$ cat config.mk
export PLATFORM = sky130hd
export DESIGN_NAME = sec_prescaler
export DESIGN_NICKNAME = d
export VERILOG_FILES = /design/src/rtl/sec_prescaler_pkg.sv /design/src/rtl/sec_cal_store.sv /design/src/rtl/sec_frac_phase.sv /design/src/rtl/sec_prescaler.sv
export SDC_FILE = /design/constraint.sdc
export NUM_CORES = 1
export LEC_CHECK = 0
export ABC_AREA = 1
export BUFFER_PORTS_ARGS = -buffer_cell sky130_fd_sc_hd__buf_2
export CAP_MARGIN = 10
export CORE_ASPECT_RATIO = 1.1
export CORE_MARGIN = 10
export CORE_UTILIZATION = 40
export CTS_CLUSTER_SIZE = 14
export DETAILED_ROUTE_END_ITERATION = 8
export PLACE_DENSITY_LB_ADDON = 0.25
export SETUP_SLACK_MARGIN = 0.3
export SLEW_MARGIN = 30
export SYNTH_ARGS = -nofsm -noshare
export SYNTH_HDL_FRONTEND = slang
export SYNTH_HIERARCHICAL = 1
export SYNTH_SLANG_ARGS = --single-unit
$ cat constraint.sdc
create_clock -name clk -period 5.2 [get_ports clk]
set_input_delay 0.26 -clock clk [delete_from_list [all_inputs] [get_ports clk]]
set_output_delay 0.26 -clock clk [all_outputs]
set_load 0.01 [all_outputs]
$ cat src/rtl/sec_prescaler_pkg.sv
package sec_prescaler_pkg;

    typedef enum logic [1:0] {
        ST_DEFAULT = 2'd0,
        ST_COUNT   = 2'd1,
        ST_EXTRA   = 2'd2
    } presc_state_e;

endpackage

$ cat src/rtl/sec_cal_store.sv
module sec_cal_store #(
    parameter int CAL_W = 21
) (
    input  logic             clk,
    input  logic             rst_n,
    input  logic             wr_en,
    input  logic [CAL_W-1:0] wr_data,
    input  logic             apply,
    output logic [CAL_W-1:0] active_word,
    output logic [CAL_W-1:0] next_word
);

    logic [CAL_W-1:0] staged_word;
    logic             staged_vld;

    // Word that will govern the second starting after a boundary
    assign next_word = staged_vld ? staged_word : active_word;

    always_ff @(posedge clk) begin
        if (!rst_n) begin
            active_word <= '0;
            staged_word <= '0;
            staged_vld  <= 1'b0;
        end else begin
            if (apply) begin
                active_word <= next_word;
                staged_vld  <= 1'b0;
            end
            // A write in a boundary cycle waits for the following boundary
            if (wr_en) begin
                staged_word <= wr_data;
                staged_vld  <= 1'b1;
            end
        end
    end

endmodule

$ cat src/rtl/sec_frac_phase.sv
module sec_frac_phase #(
    parameter int FRAC_W = 4
) (
    input  logic              clk,
    input  logic              rst_n,
    input  logic              advance,
    input  logic              frac_en,
    input  logic [FRAC_W-1:0] frac_val,
    output logic              extra_due
);

    logic [FRAC_W-1:0] phase;

    always_ff @(posedge clk) begin
        if (!rst_n) begin
            phase <= '0;
        end else if (advance) begin
            phase <= phase + 1'b1;
        end
    end

    assign extra_due = frac_en && (phase < frac_val);

endmodule

$ cat src/rtl/sec_prescaler.sv
module sec_prescaler
    import sec_prescaler_pkg::*;
#(
    parameter int INT_W  = 16,
    parameter int FRAC_W = 4
) (
    input  logic                      clk,
    input  logic                      rst_n,
    input  logic                      osc_tick,
    input  logic                      cal_wr_en,
    input  logic [INT_W+FRAC_W:0]     cal_wr_data,
    output logic [INT_W+FRAC_W:0]     cal_rd_data,
    output logic [INT_W-1:0]          tick_count,
    output logic                      sec_strobe
);

    localparam int CAL_W  = INT_W + FRAC_W + 1;
    localparam int EN_BIT = INT_W + FRAC_W;
    localparam logic [INT_W-1:0] DEF_TERM = {1'b0, {(INT_W-1){1'b1}}};

    presc_state_e     state, state_nx;
    logic [CAL_W-1:0] active_word, next_word;
    logic [INT_W-1:0] term_int;
    logic             wrap, advance, extra_due;

    sec_cal_store #(.CAL_W(CAL_W)) u_store (
        .clk         (clk),
        .rst_n       (rst_n),
        .wr_en       (cal_wr_en),
        .wr_data     (cal_wr_data),
        .apply       (wrap),
        .active_word (active_word),
        .next_word   (next_word)
    );

    generate
        if (FRAC_W > 0) begin : g_frac
            sec_frac_phase #(.FRAC_W(FRAC_W)) u_phase (
                .clk       (clk),
                .rst_n     (rst_n),
                .advance   (wrap),
                .frac_en   (active_word[EN_BIT]),
                .frac_val  (active_word[EN_BIT-1:INT_W]),
                .extra_due (extra_due)
            );
        end else begin : g_nofrac
            assign extra_due = 1'b0;
        end
    endgenerate

    assign term_int    = active_word[INT_W-1:0];
    assign cal_rd_data = active_word;

    // Next-state and boundary decode
    always_comb begin
        state_nx = state;
        wrap     = 1'b0;
        advance  = 1'b0;
        if (osc_tick) begin
            unique case (state)
                ST_DEFAULT: begin
                    if (tick_count == DEF_TERM) wrap = 1'b1;   // default-wrap
                    else                        advance = 1'b1;
                end
                ST_COUNT: begin
                    if (tick_count != term_int) advance = 1'b1;
                    else if (extra_due)         state_nx = ST_EXTRA; // count-to-extra
                    else                        wrap = 1'b1;   // count-wrap
                end
                ST_EXTRA: wrap = 1'b1;                         // extra-wrap
                default:  wrap = 1'b1;
            endcase
        end
        if (wrap) begin
            state_nx = (next_word == '0) ? ST_DEFAULT : ST_COUNT;
        end
    end

    // State register
    always_ff @(posedge clk) begin
        if (!rst_n) state <= ST_DEFAULT;
        else        state <= state_nx;
    end

    // Outputs
    always_ff @(posedge clk) begin
        if (!rst_n) begin
            tick_count <= '0;
            sec_strobe <= 1'b0;
        end else begin
            sec_strobe <= wrap;
            if (wrap)         tick_count <= '0;
            else if (advance) tick_count <= tick_count + 1'b1;
        end
    end

endmodule

==> reports/results.tsv <==
metric	value	unit
cts_resized	0	
drc	0	
final_cells	750	
hold_buffers	0	
core_area	9310	um^2
cts_buffers	9	
drtPass1Iterations	4	
grt_pass1_vias	3390	
clk_latency	340	ps
required	5440	ps
p_seq_share	55.5	%
wire_per_inst	12.5	um
cts_max_level	3	
path_class	reg -> reg	
via_per_inst	4.74	
hold_viol_final	0	
drt_wl_total	9350	um
max_slew_margin	58.6	%
fin_crit	2450	ps
dpl.hpwl	7090	um
worstRegToRegCells	15	
diodes	0	
cp_max_fo	49	
hp-class	in -> reg	
antenna_found_initial	0	
place_ws	2790	ps
gr-total-overflow	0	
hold_depth	3	
crit_start	tick_count[0]	
track_usage	13.6	%
start_kind	flip-flop	
tightest_slew	620	ps
finalWorstSetupSlack	2750	ps
yosys_warnings	6	
synthToLayoutAreaGrowth	11.7	%
clock.fmax	409	MHz
clkPwrFrac	36.8	%
rr_endpoint	g_frac.u_phase/phase[3]	
p_comb_share	7.8	%
status	finished clean	
fin_worst_skew	8.89	ps
netlist_area	3800	um^2
worstHoldStart	cal_wr_data[9]	
p_switching	0.235	mW
port_buffers	62	
rsz0062_at_grt	false	
gp_congestion	0.856	
dieArea	13800	um^2
rows	37	
num_vias	3552	
irDropWorstVdd	0.0940	mV
r2r_start	tick_count[0]	
p_int	0.720	mW
path_clk_slew	70	ps
swShare	24.6	%
root_buffer	clkbuf_8	
antenna_left	0	
cap_violations	0	
fin_crit_sh	47.0	%
hold_path_end	u_store/staged_word[9]	
ios	63	
grt_pass1_wl	15600	um
pwr_density_cell	225	nW/um^2
ys_types	30	
setup_viol_count_final	0	
clockBufferDepth	2	
drt_iter0_markers	180	
crit_path_end_kind	flip-flop	
leakagePower	2.06	nW
cp.arrival	2680	ps
cts_sinks	66	
ys_seq_area_share	34.7	%
grt_max_degree	50	
ys_ff_latch	66	
final_nets	662	
rrSetupSlack	2750	ps
placedCellCount	738	
synth.net_count	610	
die_w	113	um
cts_tree	yes	
drv_slew	0	
syn-instance-count	580	
fp.dieH	122	um
setup_tns	0	ps
cts_setup_buffers	0	
drive_gt1_share	20.2	%
syn_avg_cell_area	6.56	um^2
start_util	40.9	%
==> registers in the layout, indices dropped and copies added, names as in the netlist <==
| signal | cells |
|---|---|
| u_store/active_word | 21 |
| u_store/staged_word | 21 |
| tick_count | 16 |
| g_frac.u_phase/phase | 4 |
| state | 2 |
| sec_strobe | 1 |
| u_store/staged_vld | 1 |
==> metal layers <==
metal	track usage, %	up-vias	routed length, um
li1	-	1887	-
met1	15.6	1578	4180
met2	22.6	72	4460
met3	3.95	15	453
met4	7.38	0	261
met5	0	-	0
==> worst max-delay path, cell delays in order, from the launching register on <==
cell and delay [ps]:
dfxtp_1 430, ha_1 240, nand3_2 140, nor2_4 170, nand2_4 80, nor2_4 110, nand2_2 70, nand3_4 110
nand3_4 110, inv_1 60, buf_4 400, nand2_2 100, nor2_2 130, nand2_1 60, nand2_1 60, nor2_1 40
==> layout make-up <==
| cell class | instances | area (um^2) |
|---|---|---|
| multi-input cells | 423 | 2060 |
| flip-flops and latches | 66 | 1320 |
| repair buffers | 63 | 318 |
| fillers | 961 | 5050 |
| inverters | 69 | 259 |
| well taps | 117 | 146 |
| clock buffers | 11 | 141 |
| clock inverters | 1 | 5.00 |
==> power by group through the flow <==
stage                     sequential [mW]  combinational, mW  clock [mW]
after floorplan                     0.537             0.0617           0
after global placement              0.540             0.0740           0
after detailed placement            0.541             0.0749           0
after CTS                           0.530             0.0753       0.363
after global routing                0.531             0.0847       0.383
final                               0.529             0.0742       0.351
==> synthesized netlist by cell type, drive strengths merged <==
library cell  instances  area share [%]
inv                  68             6.7
a21oi                19             3.5
buf                  21             4.2
xor2                 14             3.2
o21ai                24             3.2
nand2               183              21
dfxtp                66              35
nor4                  5            0.82
ha                    5             1.6
nand4                 2            0.33
clkinv                1           0.099
nor3                  6             1.1
nor2                115              12
nand3                47             7.0
clkbuf                1           0.099
nand3b                3            0.59
==> through the flow <==
stage / area [um^2] / power [mW] / util (%) / hold slack [ps]
after floorplan: 3800 / 0.598 / - / 373
after global placement: 4100 / 0.614 / 44.1 / 474
after detailed placement: 4100 / 0.616 / 44.1 / 479
after CTS: 4250 / 0.968 / 45.7 / 124
after global routing: 4250 / 0.999 / 45.7 / 129
final: 4250 / 0.955 / 45.7 / 136
==> cell usage in the layout, fill, tap and decap left out <==
master and count:
xor2_1 14, nand2_2 21, clkbuf_8 10, o21ai_0 19
nand2_4 3, nor3_1 5, nand2_8 2, nand3_4 2
buf_4 1, nor3_4 1, nand2_1 157, nand3_2 1
inv_2 9, nor2_2 3, clkbuf_1 1, inv_1 59
clkinv_1 1, nand3b_1 3, a21oi_2 10, clkinv_2 1
o21ai_1 5, nor4_1 5, nand3_1 44, ha_1 5
buf_2 62, dfxtp_1 66, nand4_1 2, a21oi_1 9
nor2_4 2, nor2_1 110
==> cell families after synthesis <==
| kind of cell | synth area share [%] |
|---|---|
| adder cells (fa/ha/maj) | 1.64 |
| AO/OA/AOI/OAI | 6.64 |
| AND/OR/NAND/NOR | 42.6 |
| XOR/XNOR | 3.22 |
| flip-flops | 34.7 |
| buffers and inverters | 11.1 |
==> how the worst max path moves through the flow <==
stage                                    endpoint  slack, ps  depth (start not counted)
final                     g_frac.u_phase/phase[3]       2750                         15
after global routing      g_frac.u_phase/phase[3]       2500                         15
after CTS                 g_frac.u_phase/phase[3]       2760                         15
after detailed placement  g_frac.u_phase/phase[3]       2790                         15
after global placement    g_frac.u_phase/phase[3]       2840                         15
after floorplan           u_store/active_word[10]       3040                         14
Power figures use the tool's default switching activity.
